File: src/rtl/tdm_qforce_pkg.sv
package tdm_qforce_pkg;
  localparam int CTRL_W = 16;
  localparam int QUADS  = 4;
  localparam int CODE_W = 3;
  localparam int USED_W = QUADS * CODE_W;
  localparam int IDX_W  = 8;

  // Strobes passed from the register decoder to the storage and datapath side
  typedef struct packed {
    logic              wrStb;
    logic              rdHit;
    logic [IDX_W-1:0]  idx;
    logic [USED_W-1:0] wrField;
  } regStrobe_t;
endpackage

File: src/rtl/tdm_qforce_ctrl.sv
module tdm_qforce_ctrl
  import tdm_qforce_pkg::*;
#(
  parameter int STREAMS = 32,
  parameter int ADDR_W = 16,
  parameter logic [ADDR_W-1:0] BASE_ADDR = 16'h0120
) (
  input  logic              regWrEn,
  input  logic [ADDR_W-1:0] regAddr,
  input  logic [CTRL_W-1:0] regWrData,
  output regStrobe_t        strobe
);
  logic [ADDR_W-1:0] offset;
  logic              inWindow;
  logic              unusedRsvd;

  assign unusedRsvd = ^regWrData[CTRL_W-1:USED_W];

  always_comb begin
    offset   = regAddr - BASE_ADDR;
    inWindow = (regAddr >= BASE_ADDR) && (offset < ADDR_W'(STREAMS));
    strobe.rdHit   = inWindow;
    strobe.wrStb   = inWindow && regWrEn;
    strobe.idx     = offset[IDX_W-1:0];
    strobe.wrField = regWrData[USED_W-1:0];
  end
endmodule

File: src/rtl/tdm_qforce_regs.sv
module tdm_qforce_regs
  import tdm_qforce_pkg::*;
#(
  parameter int STREAMS = 32,
  localparam int STREAM_W = $clog2(STREAMS)
) (
  input  logic                clk,
  input  logic                rstN,
  input  regStrobe_t          strobe,
  input  logic [STREAM_W-1:0] lkStream,
  output logic [USED_W-1:0]   lkWord,
  output logic [CTRL_W-1:0]   rdData
);
  logic [USED_W-1:0] bank [STREAMS];
  logic [STREAM_W-1:0] rdIdx;
  logic unusedHi;

  for (genvar s = 0; s < STREAMS; s++) begin : g_word
    always_ff @(posedge clk) begin
      if (!rstN)
        bank[s] <= '0;
      else if (strobe.wrStb && (strobe.idx == IDX_W'(s)))
        bank[s] <= strobe.wrField;
    end
  end

  assign rdIdx    = STREAM_W'(strobe.idx);
  assign unusedHi = |(strobe.idx >> STREAM_W);

  always_comb begin
    lkWord = bank[lkStream];
    rdData = '0;
    if (strobe.rdHit)
      rdData = {{(CTRL_W-USED_W){1'b0}}, bank[rdIdx]};
  end
endmodule

File: src/rtl/tdm_qforce_dp.sv
module tdm_qforce_dp
  import tdm_qforce_pkg::*;
#(
  parameter int STREAM_W = 5,
  parameter int CH_W = 8,
  parameter int MIN_CH_W = 5,
  parameter int DATA_W = 8,
  localparam int RATE_W = $clog2(CH_W - MIN_CH_W + 1),
  localparam int SH_W = $clog2(CH_W) + 1
) (
  input  logic                clk,
  input  logic                rstN,
  input  logic [RATE_W-1:0]   rateSel,
  input  logic                inValid,
  input  logic [STREAM_W-1:0] inStream,
  input  logic [CH_W-1:0]     inChan,
  input  logic [DATA_W-1:0]   inData,
  input  logic [USED_W-1:0]   ctrlWord,
  output logic                outValid,
  output logic [STREAM_W-1:0] outStream,
  output logic [CH_W-1:0]     outChan,
  output logic [DATA_W-1:0]   outData
);
  logic [SH_W-1:0]   shiftAmt;
  logic [1:0]        quad;
  logic [CODE_W-1:0] code;
  logic [DATA_W-1:0] forced;

  always_comb begin
    shiftAmt = SH_W'(MIN_CH_W - 2) + SH_W'(rateSel);
    quad     = 2'(inChan >> shiftAmt);
    code     = ctrlWord[quad*CODE_W +: CODE_W];
    forced   = inData;
    if (code[2]) begin
      if (code[1]) forced[DATA_W-1] = code[0];
      else         forced[0]        = code[0];
    end
  end

  always_ff @(posedge clk) begin
    if (!rstN) begin
      outValid  <= 1'b0;
      outStream <= '0;
      outChan   <= '0;
      outData   <= '0;
    end else begin
      outValid <= inValid;
      if (inValid) begin
        outStream <= inStream;
        outChan   <= inChan;
        outData   <= forced;
      end
    end
  end
endmodule

File: src/rtl/tdm_qforce_top.sv
module tdm_qforce_top
  import tdm_qforce_pkg::*;
#(
  parameter int STREAMS = 32,
  parameter int DATA_W = 8,
  parameter int CH_W = 8,
  parameter int MIN_CH_W = 5,
  parameter int ADDR_W = 16,
  parameter logic [ADDR_W-1:0] BASE_ADDR = 16'h0120,
  localparam int STREAM_W = $clog2(STREAMS),
  localparam int RATE_W = $clog2(CH_W - MIN_CH_W + 1)
) (
  input  logic                clk,
  input  logic                rstN,
  input  logic                regWrEn,
  input  logic [ADDR_W-1:0]   regAddr,
  input  logic [15:0]         regWrData,
  output logic [15:0]         regRdData,
  input  logic [RATE_W-1:0]   rateSel,
  input  logic                inValid,
  input  logic [STREAM_W-1:0] inStream,
  input  logic [CH_W-1:0]     inChan,
  input  logic [DATA_W-1:0]   inData,
  output logic                outValid,
  output logic [STREAM_W-1:0] outStream,
  output logic [CH_W-1:0]     outChan,
  output logic [DATA_W-1:0]   outData
);
  regStrobe_t        strobe;
  logic [USED_W-1:0] ctrlWord;

  tdm_qforce_ctrl #(.STREAMS(STREAMS), .ADDR_W(ADDR_W), .BASE_ADDR(BASE_ADDR)) ctrl_i (
    .regWrEn(regWrEn), .regAddr(regAddr), .regWrData(regWrData), .strobe(strobe)
  );

  tdm_qforce_regs #(.STREAMS(STREAMS)) regs_i (
    .clk(clk), .rstN(rstN), .strobe(strobe), .lkStream(inStream),
    .lkWord(ctrlWord), .rdData(regRdData)
  );

  tdm_qforce_dp #(.STREAM_W(STREAM_W), .CH_W(CH_W), .MIN_CH_W(MIN_CH_W), .DATA_W(DATA_W)) dp_i (
    .clk(clk), .rstN(rstN), .rateSel(rateSel), .inValid(inValid), .inStream(inStream),
    .inChan(inChan), .inData(inData), .ctrlWord(ctrlWord), .outValid(outValid),
    .outStream(outStream), .outChan(outChan), .outData(outData)
  );
endmodule

File: config.mk
export PLATFORM = sky130hd
export DESIGN_NAME = tdm_qforce_top
export DESIGN_NICKNAME = d
export VERILOG_FILES = /design/src/rtl/tdm_qforce_pkg.sv /design/src/rtl/tdm_qforce_ctrl.sv /design/src/rtl/tdm_qforce_regs.sv /design/src/rtl/tdm_qforce_dp.sv /design/src/rtl/tdm_qforce_top.sv
export SDC_FILE = /design/constraint.sdc
export NUM_CORES = 1
export LEC_CHECK = 0
export ABC_AREA = 0
export BUFFER_PORTS_ARGS = -buffer_cell sky130_fd_sc_hd__clkbuf_2
export CORE_MARGIN = 10
export CORE_UTILIZATION = 67
export DETAILED_ROUTE_END_ITERATION = 10
export PLACE_DENSITY = 0.85
export SLEW_MARGIN = 15
export SYNTH_ARGS = -nofsm -noshare
export SYNTH_HDL_FRONTEND = slang
export SYNTH_SLANG_ARGS = --single-unit
File: constraint.sdc
create_clock -name clk -period 7.6 [get_ports clk]
set_input_delay 0.38 -clock clk [delete_from_list [all_inputs] [get_ports clk]]
set_output_delay 0.38 -clock clk [all_outputs]
set_load 0.01 [all_outputs]
==> summary.md, run 1 <==
| Metric | Value |
|---|---|
| Grt met2 use | 0.4693 |
| Mapped Cells | 1423 |
| Root buffer cell | clkbuf_16 |
| CP Cell Sequence | buf_6 -> buf_4 -> mux4_2 -> mux4_2 -> mux2i_1 -> nor2_1 -> clkbuf_2 |
| Drt first pass iters | 7 |
| Crit path capture type | output port |
| Switching share of total power | 0.2387 |
| Placement Setup Slack | 3.521 ns |
| Worst r2r path cells | 7 |
| Seq cells post-synth | 406 |
| Most Used Layer, Global Route | met2 |
| Mapped Avg Cell Area | 15.44 um2 |
| FFs w/ async S/R, synth | 0 |
| # port buffers | 88 |
| H-tree depth | 2 |
| Via density | 7.270 |
| HP Start | inData[1] |
| Placed insts | 1837 |
| CP Launch Type | input pin |
| Buf+Inv Stages, Crit Path | 3 |
| Clock share of power | 0.388 |
| Overall power | 5.311 mW |
| Peak supply drop | 146.5 uV |
| CP top delay family | multiplexers |
| Pleak | 8.334 nW |
| Layout cells sized above 1 | 0.2832 |
| Top Ports | 97 |
| CTS tree | yes |
| Total track usage | 0.3072 |
| Initial DRC Count | 2403 |
| CP max stage delay | 0.71 ns |
| Post-synthesis sequential area ratio | 0.5450 |
| Die X | 201.1 um |
| Max frequency | 0.2394 GHz |
| DR DRC count | 0 |
| Setup TNS | 0 ns |
| Worst-path clk slew | 0.06 ns |
| GR Overflow Total | 0 |
| Initial core utilization | 0.6768 |
| Drt wl/cell | 32.52 um |
| GRT met1 Usage | 0.4010 |
| Reg-to-Reg Start | regs_i.bank[8][11] |
| Cell Int Power | 4.043 mW |
| Logic pwr share | 0.118 |
| Core Footprint | 0.03245 mm2 |
| GP Congestion | 0.9020 |
| Critical Path Sink | regRdData[0] |
| Syn Std Cell Area | 0.02196 mm2 |
| Slowest CP cell | buf_6 |
| Final worst-path setup slack | 3.422 ns |
| Clock Sinks | 406 |
| CTS buffer count | 41 |
| CTS max path bufs | 3 |
| Most used cell, CP | mux4_2 |
| Arrival @ worst endpoint | 3.80 ns |
| Post-CTS Hold Buffers | 0 |
| Via Count | 13900 |
| Worst Setup SP | regAddr[0] |
| Req. time, crit path | 7.22 ns |
| M3 GR Usage | 0.1046 |
| Antenna violations before repair | 5 |
| Setup violations, final | 0 |
| Type of the worst min-delay path | in -> reg |
| Ys flop type | edfxtp_1 |
| Die area | 0.04043 mm2 |
| Slew Viols, Final | 0 |
| FF-to-FF setup slack | 4.79 ns |
| R2r endpoint | dp_i.outData[7] |
| Synth cell types | 46 |
| Post-CTS Setup Bufs | 0 |
| MaxCap Viol Count | 0 |
| Worst Skew | 0.007524 ns |
| Largest net degree at the start of global routing | 69 |
| RSZ-0062 raised after global routing | false |
| P_sw | 1.268 mW |
| EDFF count, synth | 384 |
| Fin crit period | 4.178 ns |
| Clock latency on the worst-skew pair | 0.54 ns |
| First-pass GRT wire length | 92.29 mm |
| DP HPWL | 39.27 mm |
| # resized after CTS | 0 |
| Pwr/cell area | 222.2 mW/mm2 |
| Area delta synth->final | 8.812% |
| Flop pwr share | 0.494 |
| Slew Limit Headroom | 0.09873 |
| Fin nets | 1498 |
| CP max FO | 67 |
| Remaining antenna violation count | 0 |
| Worst Max-Slew Pin Slew | 1.347 ns |
| Critical path class | in -> out |
| Ys Warns | 0 |
| Crit share post-route | 0.5497 |
| Routed WL | 62.18 mm |
| Die extent in y | 201.1 um |
| Vias in the first global route | 13990 |
| Final count of hold timing violations | 0 |
| WP depth | 7 |
| Status | complete, no violations |
| Number of core rows | 66 |
| Non-filler cells, final | 1912 |
-- power by group through the flow --
| stage | sequential [mW] | clock, mW | combinational (mW) |
|---|---|---|---|
| after global placement | 2.65 | 0 | 0.593 |
| after global routing | 2.63 | 2.14 | 0.645 |
| final | 2.62 | 2.06 | 0.624 |
| after detailed placement | 2.66 | 0 | 0.604 |
| after floorplan | 2.64 | 0 | 0.411 |
| after CTS | 2.62 | 2.05 | 0.611 |
-- through the flow --
stage	util	hold slack [ns]	instance area (um2)
after floorplan	-	0.5385	21980
after detailed placement	0.6946	0.5053	22540
after CTS	0.7362	0.1005	23890
after global routing	0.7364	0.1120	23900
final	0.7364	0.1023	23900
after global placement	0.6946	0.4950	22540
-- Yosys cell counts (2+ instances only) --
library cell	number	area share
buf_12	3	0.0027
nor2b_1	27	0.0077
buf_4	4	0.0014
dfxtp_1	22	0.020
nand3_1	11	0.0025
inv_1	9	0.0015
nor2_1	50	0.0085
buf_1	17	0.0029
buf_2	16	0.0036
a21oi_1	4	0.00091
nand2_1	11	0.0019
a2111oi_0	5	0.0020
nand4_1	5	0.0014
mux2i_1	50	0.023
o21ai_0	36	0.0082
clkbuf_1	104	0.018
mux2_4	2	0.0014
o22ai_1	2	0.00057
and2_1	387	0.11
mux4_2	216	0.22
a311oi_1	3	0.0012
edfxtp_1	384	0.52
nor3_1	4	0.00091
mux2_2	6	0.0031
buf_6	7	0.0036
mux4_1	15	0.018
nand2b_1	4	0.0011
-- worst reg2reg max path, stage by stage (launching register included) --
cell and delay (ns):
edfxtp_1 0.44, mux4_2 0.54, mux4_2 0.50, inv_1 0.11, a211oi_1 0.07, a2111oi_2 0.55
a21boi_1 0.17, mux2_4 0.32
-- placed cells by master, fill, tap and decap left out, types with 2 or more instances in the layout --
| cell | netlist | layout |
|---|---|---|
| a21oi_1 | 4 | 4 |
| clkinvlp_4 | 0 | 2 |
| buf_4 | 4 | 35 |
| mux4_2 | 216 | 216 |
| nor2_1 | 50 | 48 |
| mux2_2 | 6 | 6 |
| clkinv_2 | 0 | 7 |
| inv_1 | 9 | 9 |
| nor2_2 | 0 | 2 |
| o21ai_0 | 36 | 4 |
| conb_1 | 1 | 4 |
| o21ai_2 | 0 | 7 |
| clkinv_1 | 0 | 4 |
| mux2i_1 | 50 | 50 |
| clkbuf_2 | 0 | 84 |
| o21ai_1 | 0 | 25 |
| a311oi_1 | 3 | 3 |
| nor2b_1 | 27 | 27 |
| mux2_4 | 2 | 2 |
| dfxtp_1 | 22 | 22 |
| edfxtp_1 | 384 | 384 |
| nor3_1 | 4 | 4 |
| clkbuf_1 | 104 | 11 |
| and2_1 | 387 | 387 |
| o22ai_1 | 2 | 2 |
| nand4_1 | 5 | 5 |
| buf_6 | 7 | 2 |
| mux4_1 | 15 | 15 |
| nand2b_1 | 4 | 4 |
| nand2_1 | 11 | 11 |
| a2111oi_0 | 5 | 5 |
| bufinv_16 | 0 | 4 |
| clkbuf_16 | 0 | 44 |
| nand3_1 | 11 | 11 |
-- flip-flops by register name, summed over array words and instances (netlist names) --
register,count
dp_i.outStream,5
dp_i.outValid,1
dp_i.outData,8
dp_i.outChan,8
regs_i.bank,384
-- final cells by class --
type	instances	area (um2)
clock buffers	56	1156
fillers	1858	8553
inverters	9	33.78
flip-flops and latches	406	11970
well taps	442	553.0
repair buffers	121	705.7
clock inverters	18	193.9
multi-input cells	859	9284
diodes	1	2.502
-- worst min path at each step --
stage | end | slack, ns | cells after the start
6_report | dp_i.outData[1] | 0.10 | 3
3_3_place_gp | dp_i.outChan[3] | 0.49 | 2
5_1_grt | dp_i.outChan[2] | 0.11 | 3
3_5_place_dp | dp_i.outChan[3] | 0.51 | 2
2_1_floorplan | dp_i.outChan[4] | 0.54 | 2
4_1_cts | dp_i.outData[1] | 0.10 | 3
-- kinds of logic (layout without fill, tap and decap cells) --
group,count (synthesis),in the layout,synth area share
XOR/XNOR,1,1,0.0003988
AO/OA/AOI/OAI,56,56,0.01555
AND/OR/NAND/NOR,508,508,0.1374
adder cells (fa/ha/maj),1,1,0.0005695
buffers and inverters,161,204,0.03424
flip-flops,406,406,0.5450
multiplexers,289,289,0.2666
other,1,5,0.0001707
-- layer usage --
layer | share of wire | wire length (um)
met1 | 0.34 | 20880
met2 | 0.46 | 28880
met3 | 0.16 | 9915
met4 | 0.040 | 2469
met5 | 0.00064 | 40
Power figures use the tool's default switching activity.
==> inputs of run 2 (changes only) <==
--- a/config.mk
+++ b/config.mk
@@ -8,9 +8,9 @@
 export ABC_AREA = 0
 export BUFFER_PORTS_ARGS = -buffer_cell sky130_fd_sc_hd__clkbuf_2
 export CORE_MARGIN = 10
-export CORE_UTILIZATION = 67
+export CORE_UTILIZATION = 62
 export DETAILED_ROUTE_END_ITERATION = 10
-export PLACE_DENSITY = 0.85
+export PLACE_DENSITY = 0.79
 export SLEW_MARGIN = 15
 export SYNTH_ARGS = -nofsm -noshare
 export SYNTH_HDL_FRONTEND = slang
==> constraint.sdc (replaced) <==
create_clock -name clk -period 4.38 [get_ports clk]
set_input_delay 0.219 -clock clk [delete_from_list [all_inputs] [get_ports clk]]
set_output_delay 0.219 -clock clk [all_outputs]
set_load 0.01 [all_outputs]
==> summary.md, run 2 (synthesized netlist as in run 1, its figures left out) <==
| Metric | Value |
|---|---|
| Status | complete, no violations (unchanged) |
| Core Footprint | 0.03471 mm2 (was 0.03245 mm2) |
| RSZ-0062 raised after global routing | false (unchanged) |
| Most Used Layer, Global Route | met2 (unchanged) |
| Via density | 7.055 (was 7.270) |
| Number of core rows | 68 (was 66) |
| R2r endpoint | dp_i.outData[0] (was dp_i.outData[7]) |
| Largest register FFs | 384 (unchanged) |
| Pwr/cell area | 377.0 mW/mm2 (was 222.2 mW/mm2) |
| Max frequency | 0.3010 GHz |
| Buf+Inv Stages, Crit Path | 3 (unchanged) |
| Crit path capture type | output port (unchanged) |
| Largest Register | regs_i.bank (unchanged) |
| Most frequent cells in the layout | 387 x and2_1, 384 x edfxtp_1, 216 x mux4_2 (unchanged) |
| Biggest registers after layout | regs_i.bank x384, dp_i.outChan x8, dp_i.outData x8 (unchanged) |
| Arrival @ worst endpoint | 3.10 ns (was 3.80 ns) |
| Most used cell, CP | mux4_2 (unchanged) |
| Grt met2 use | 0.4421 (was 0.4693) |
| Req. time, crit path | 4.16 ns (was 7.22 ns) |
| FF-to-FF setup slack | 1.57 ns (was 4.79 ns) |
| Antenna violations before repair | 2 (was 5) |
| First-pass GRT wire length | 94.13 mm (was 92.29 mm) |
| Die extent in y | 208.2 um (was 201.1 um) |
| Slew Limit Headroom | 0.2164 (was 0.09873) |
| CP Launch Type | input pin (unchanged) |
| GRT met1 Usage | 0.3831 (was 0.4010) |
| H-tree depth | 2 (unchanged) |
| HP Start | inData[0] (was inData[1]) |
| CP max stage delay | 0.61 ns (was 0.71 ns) |
| Fin nets | 1570 (was 1498) |
| Cell area after placement | 0.02299 mm2 (was 0.02254 mm2) |
| N_diodes | 0 (was 1) |
| Initial core utilization | 0.6327 (was 0.6768) |
| Root buffer cell | clkbuf_16 (unchanged) |
| GR Overflow Total | 0 (unchanged) |
| Drt first pass iters | 5 (was 7) |
| M3 GR Usage | 0.09795 (was 0.1046) |
| Die area | 0.04336 mm2 (was 0.04043 mm2) |
| Drt wl/cell | 32.25 um (was 32.52 um) |
| Area delta synth->final | 11.51% (was 8.812%) |
| Largest net degree at the start of global routing | 63 (was 69) |
| Remaining antenna violation count | 0 (unchanged) |
| CP top delay family | multiplexers (unchanged) |
| Final count of hold timing violations | 0 (unchanged) |
| CP Cell Sequence | buf_6 -> buf_4 -> mux4_2 -> mux4_2 -> mux2i_1 -> nor2_1 -> clkbuf_2 (unchanged) |
| Fin crit period | 3.323 ns |
| Worst-path clk slew | 0.06 ns (about the same) |
| Pleak | 8.692 nW (was 8.334 nW) |
| Setup TNS | 0 ns (unchanged) |
| Vias in the first global route | 14320 (was 13990) |
| Critical path class | in -> out (unchanged) |
| Slowest CP cell | buf_6 (unchanged) |
| Post-CTS Setup Bufs | 0 (unchanged) |
| DP HPWL | 40.58 mm (was 39.27 mm) |
| Worst Max-Slew Pin Slew | 1.175 ns (was 1.347 ns) |
| Overall power | 9.234 mW (was 5.311 mW) |
| Type of the worst min-delay path | in -> reg (unchanged) |
| Layout cells sized above 1 | 0.2988 (was 0.2832) |
| Via Count | 14100 (was 13900) |
| CTS buffer count | 43 (was 41) |
| Top Ports | 97 (unchanged) |
| Clock Sinks | 406 (unchanged) |
| Crit share post-route | 0.7586 |
| CTS max path bufs | 3 (unchanged) |
| Routed WL | 64.43 mm (was 62.18 mm) |
| CTS tree | yes (unchanged) |
| MaxCap Viol Count | 0 (unchanged) |
| Worst hold margin | 0.1022 ns (was 0.1023 ns) |
| Hold endpoint | dp_i.outData[0] (was dp_i.outData[1]) |
| Initial DRC Count | 2307 (was 2403) |
| Total track usage | 0.2944 (was 0.3072) |
| Slew Viols, Final | 0 (unchanged) |
| DR DRC count | 0 (unchanged) |
| Placement Setup Slack | 0.9782 ns (was 3.521 ns) |
| CP max FO | 60 (was 67) |
| Worst r2r path cells | 7 (unchanged) |
| Most common cell after layout, fill and taps aside | and2_1 (unchanged) |
| # port buffers | 88 (unchanged) |
| Worst Skew | 0.01845 ns (was 0.007524 ns) |
| Die X | 208.2 um (was 201.1 um) |
| GP Congestion | 0.8832 (was 0.9020) |
| Final worst-path setup slack | 1.057 ns (was 3.422 ns) |
| Worst Hold Depth | 4 (was 3) |
| Peak supply drop | 336.6 uV (was 146.5 uV) |
| Clock latency on the worst-skew pair | 0.57 ns (was 0.54 ns) |
| Reg-to-Reg Start | regs_i.bank[19][11] (was regs_i.bank[8][11]) |
| Setup violations, final | 0 (unchanged) |
| Post-route standard cell area excluding fillers | 0.02449 mm2 (was 0.02390 mm2) |
[run 2: cell count changes in the layout (fill, tap and decap cells not counted), sizes merged]
cell         delta
buf            +56
bufinv          +1
clkbuf          -4
clkinv          +7
clkinvlp        -2
diode           -1
dlygate4sd3    +14
inv             +2
[run 2: worst register-to-register path, cell delays in order, from the launching register on]
cell      delay (ns)
edfxtp_1        0.40
mux4_1          0.55
mux4_2          0.46
nand2_1         0.07
o21ai_0         0.27
a32oi_1         0.46
a21oi_1         0.17
mux2_4          0.32
[run 2: what timing repair did]
action,CTS,global route
hold buffers,14,0
gates resized for setup,0,0
endpoints found under the hold margin,14,0
[run 2: worst max path at each step]
stage,startpoint,end,cells after the start
after floorplan,regAddr[5],regs_i.bank[12][0],9
after global placement,inStream[0],dp_i.outData[0],7
after detailed placement,inStream[0],dp_i.outData[7],7
after CTS,regAddr[0],regRdData[9],7
after global routing,regAddr[0],regRdData[9],7
final,regAddr[0],regRdData[9],7
[run 2: where the power goes]
group	leakage (nW)	total (mW)	internal (mW)	switching, mW
sequential	3.83	4.55	4.44	0.110
combinational	4.20	1.10	0.511	0.586
clock	0.665	3.59	2.10	1.49
total	8.69	9.23	7.04	2.19
[run 2: area by class of cell]
type,count,area [um2]
clock inverters,26,250.2
flip-flops and latches,406,11970
repair buffers,191,1304
clock buffers,52,1110
well taps,455,569.3
fillers,2170,10220
inverters,9,33.78
multi-input cells,859,9255
[run 2: layer usage]
metal,part of all wire,up-vias,routed length [um]
li1,-,5624,-
met1,0.34,7042,22220
met2,0.45,1227,29180
met3,0.15,199,9981
met4,0.047,4,3026
met5,0.00039,-,25
[run 2: through the flow]
stage / instances / utilization
finish: 1998 / 0.7056
global placement: 1906 / 0.6623
global route: 1998 / 0.7056
floorplan: 1426 / -
detailed placement: 1906 / 0.6623
CTS: 1998 / 0.7055
==> inputs of run 3 (changes only) <==
--- a/config.mk
+++ b/config.mk
@@ -5,12 +5,12 @@
 export SDC_FILE = /design/constraint.sdc
 export NUM_CORES = 1
 export LEC_CHECK = 0
-export ABC_AREA = 0
+export ABC_AREA = 1
 export BUFFER_PORTS_ARGS = -buffer_cell sky130_fd_sc_hd__clkbuf_2
 export CORE_MARGIN = 10
-export CORE_UTILIZATION = 62
+export CORE_UTILIZATION = 56
 export DETAILED_ROUTE_END_ITERATION = 10
-export PLACE_DENSITY = 0.79
+export PLACE_DENSITY = 0.76
 export SLEW_MARGIN = 15
 export SYNTH_ARGS = -nofsm -noshare
 export SYNTH_HDL_FRONTEND = slang
==> constraint.sdc (replaced) <==
create_clock -name clk -period 2.93 [get_ports clk]
set_input_delay 0.1465 -clock clk [delete_from_list [all_inputs] [get_ports clk]]
set_output_delay 0.1465 -clock clk [all_outputs]
set_load 0.01 [all_outputs]
==> summary.md, run 3 <==
| Metric | Value |
|---|---|
| Status | complete, but fails checks (was complete, no violations) |
| Failing checks | negative setup slack |
| H-tree depth | 2 (unchanged) |
| Layout cells sized above 1 | 0.1323 (was 0.2988) |
| CP max stage delay | 0.56 ns (was 0.61 ns) |
| Routed WL | 75.22 mm (was 64.43 mm) |
| Worst Max-Slew Pin Slew | 1.003 ns (was 1.175 ns) |
| RSZ-0062 raised after global routing | false (unchanged) |
| Pwr/cell area | 577.0 mW/mm2 (was 377.0 mW/mm2) |
| Fin crit period | 2.935 ns |
| Placement Setup Slack | 0.2801 ns (was 0.9782 ns) |
| FFs w/ async S/R, synth | 0 (unchanged) |
| Worst-path clk slew | 0.06 ns (about the same) |
| DR DRC count | 0 (unchanged) |
| First-pass GRT wire length | 112.3 mm (was 94.13 mm) |
| Fin nets | 2514 (was 1570) |
| DP HPWL | 47.85 mm (was 40.58 mm) |
| Req. time, crit path | 2.78 ns (was 4.16 ns) |
| Critical path class | in -> out (unchanged) |
| EDFF count, synth | 384 (unchanged) |
| Biggest registers after layout | regs_i.bank x384, dp_i.outChan x8, dp_i.outData x8 (unchanged) |
| Ys flop type | edfxtp_1 (unchanged) |
| Mapped Avg Cell Area | 8.925 um2 (was 15.44 um2) |
| Type of the worst min-delay path | in -> reg (unchanged) |
| Drt wl/cell | 25.09 um (was 32.25 um) |
| CTS tree | yes (unchanged) |
| Overall power | 14.05 mW (was 9.234 mW) |
| Synth area leaders | edfxtp_1 54%, nand3_1 9.9%, nand2_1 8.4% (was edfxtp_1 52%, mux4_2 22%, and2_1 11%) |
| N_diodes | 0 (unchanged) |
| Core Footprint | 0.03758 mm2 (was 0.03471 mm2) |
| Die extent in y | 215.0 um (was 208.2 um) |
| Most common cell after layout, fill and taps aside | nand2_1 (was and2_1) |
| CP max FO | 14 (was 60) |
| Arrival @ worst endpoint | 2.79 ns (was 3.10 ns) |
| Crit share post-route | 1.002 |
| MaxCap Viol Count | 0 (unchanged) |
| Pleak | 9.435 nW (was 8.692 nW) |
| Seq cells post-synth | 406 (unchanged) |
| Post-synthesis sequential area ratio | 0.5619 (was 0.5450) |
| Total track usage | 0.3148 (was 0.2944) |
| GP Congestion | 0.9646 (was 0.8832) |
| Max frequency | 0.3408 GHz |
| # port buffers | 88 (unchanged) |
| GR Overflow Total | 0 (unchanged) |
| Synth top area share | 0.5413 (was 0.5250) |
| Final count of hold timing violations | 0 (unchanged) |
| Setup TNS | -0.004568 ns (was 0 ns) |
| Largest net degree at the start of global routing | 104 (was 63) |
| Slew Viols, Final | 0 (unchanged) |
| Mapped Cells | 2387 (was 1423) |
| Top-count cell post-synth | nand2_1 (was and2_1) |
| Largest register FFs | 384 (unchanged) |
| Die area | 0.04624 mm2 (was 0.04336 mm2) |
| Worst Skew | 0.008776 ns (was 0.01845 ns) |
| CP Cell Sequence | clkbuf_2 -> nand2_4 -> buf_4 -> o22ai_1 -> o21ai_0 -> a41oi_1 -> nor3_1 -> buf_4 -> clkbuf_2 (was buf_6 -> buf_4 -> mux4_2 -> mux4_2 -> mux2i_1 -> nor2_1 -> clkbuf_2) |
| Most frequent cells after synthesis | 478 x nand2_1, 424 x nor2_1, 423 x nand3_1, 384 x edfxtp_1, 156 x o22ai_1 (was 387 x and2_1, 384 x edfxtp_1, 216 x mux4_2, 104 x clkbuf_1) |
| Antenna violations before repair | 3 (was 2) |
| Slowest CP cell | o21ai_0 (was buf_6) |
| Vias in the first global route | 18580 (was 14320) |
| Final core occ | 0.6479 (was 0.7056) |
| Post-CTS Setup Bufs | 0 (unchanged) |
| Initial DRC Count | 3402 (was 2307) |
| Top Ports | 97 (unchanged) |
| Final worst-path setup slack | -0.004568 ns (was 1.057 ns) |
| Slew Limit Headroom | 0.3309 (was 0.2164) |
| Syn Std Cell Area | 0.02130 mm2 (was 0.02196 mm2) |
| Area delta synth->final | 14.28% (was 11.51%) |
| # resized after CTS | 0 (unchanged) |
| CTS buffer count | 43 (unchanged) |
| Die X | 215.0 um (was 208.2 um) |
| Synth area leader | edfxtp_1 (unchanged) |
| Peak supply drop | 393.2 uV (was 336.6 uV) |
| Clock latency on the worst-skew pair | 0.55 ns (was 0.57 ns) |
| Largest Register | regs_i.bank (unchanged) |
| Drt first pass iters | 9 (was 5) |
| Root buffer cell | clkbuf_16 (unchanged) |
| CTS max path bufs | 3 (unchanged) |
| Clock Sinks | 406 (unchanged) |
| Number of core rows | 71 (was 68) |
| Crit path capture type | output port (unchanged) |
| CP Launch Type | input pin (unchanged) |
| Via density | 6.603 (was 7.055) |
| Synth cell types | 42 (was 46) |
| Ys Warns | 0 (unchanged) |
| Setup violations, final | 1 (was 0) |
| Initial core utilization | 0.5669 (was 0.6327) |
| Most frequent cells in the layout | 478 x nand2_1, 423 x nand3_1, 420 x nor2_1 (was 387 x and2_1, 384 x edfxtp_1, 216 x mux4_2) |
| Worst hold margin | 0.1466 ns (was 0.1022 ns) |
| Via Count | 19800 (was 14100) |
| Remaining antenna violation count | 0 (unchanged) |
[run 3: cell types whose count changed after synthesis, moves of 50 or more]
cell	before	now
nor2_1	50	424
and2_1	387	0
buf_2	16	106
mux2i_1	50	0
o22ai_1	2	156
o21ai_0	36	92
mux4_2	216	0
nand2_1	11	478
nand3_1	11	423
[run 3: path summary, 6_finish.rpt]
check                    startpoint              end  slack [ns]  cells after the start
setup / recovery         regAddr[1]     regRdData[4]      -0.005                      9
hold / removal              inValid    dp_i.outValid        0.15                      3
setup reg to reg  regs_i.bank[7][1]  dp_i.outData[0]        0.93                     13
hold reg to reg     dp_i.outData[7]  dp_i.outData[7]        0.47                      2
[run 3: cell type report]
type                    count  area [um2]
clock inverters            30       291.5
multi-input cells        1710        8070
well taps                 511       639.4
fillers                  2974       13230
flip-flops and latches    406       11970
repair buffers            250        2108
clock buffers              48        1095
inverters                  43       170.2
[run 3: kinds of logic after synthesis]
group	after synthesis	synth area share
AOI/OAI and AO/OA	326	0.09456
adders and majority gates	1	0.0005872
buffers and inverters	274	0.06143
DFF	406	0.5619
other	1	0.0001760
and+or+nand+nor	1379	0.2813
[run 3: through the flow]
stage               instances  cell area [um2]
floorplan                2390            21320
global placement         2904            22800
global route             2998            24350
CTS                      2998            24350
detailed placement       2904            22800
finish                   2998            24350
[run 3: repair_timing]
item                                    in CTS  in global routing
hold buffers                                16                  0
hold endpoints to repair                    16                  0
endpoints found under the setup margin       0                  0
[run 3: report_power, final]
group / leakage (nW) / internal [mW] / total, mW / switching, mW
logic: 4.93 / 0.545 / 1.77 / 1.22
clock network: 0.674 / 3.14 / 5.47 / 2.33
registers: 3.83 / 6.63 / 6.81 / 0.176
total: 9.43 / 10.3 / 14.0 / 3.73
[run 3: worst max-delay path, delay by kind of cell]
| family | cells | cell delay, ns |
|---|---|---|
| and+or+nand+nor | 2 | 0.79 |
| buffers and inverters | 4 | 0.83 |
| AOI/OAI and AO/OA | 3 | 0.99 |
[run 3: metal layers]
layer | wire, um | track usage
met5 | 30 | 0
met4 | 3287 | 0.1241
met3 | 12700 | 0.09073
met2 | 32450 | 0.4678
met1 | 26760 | 0.4278
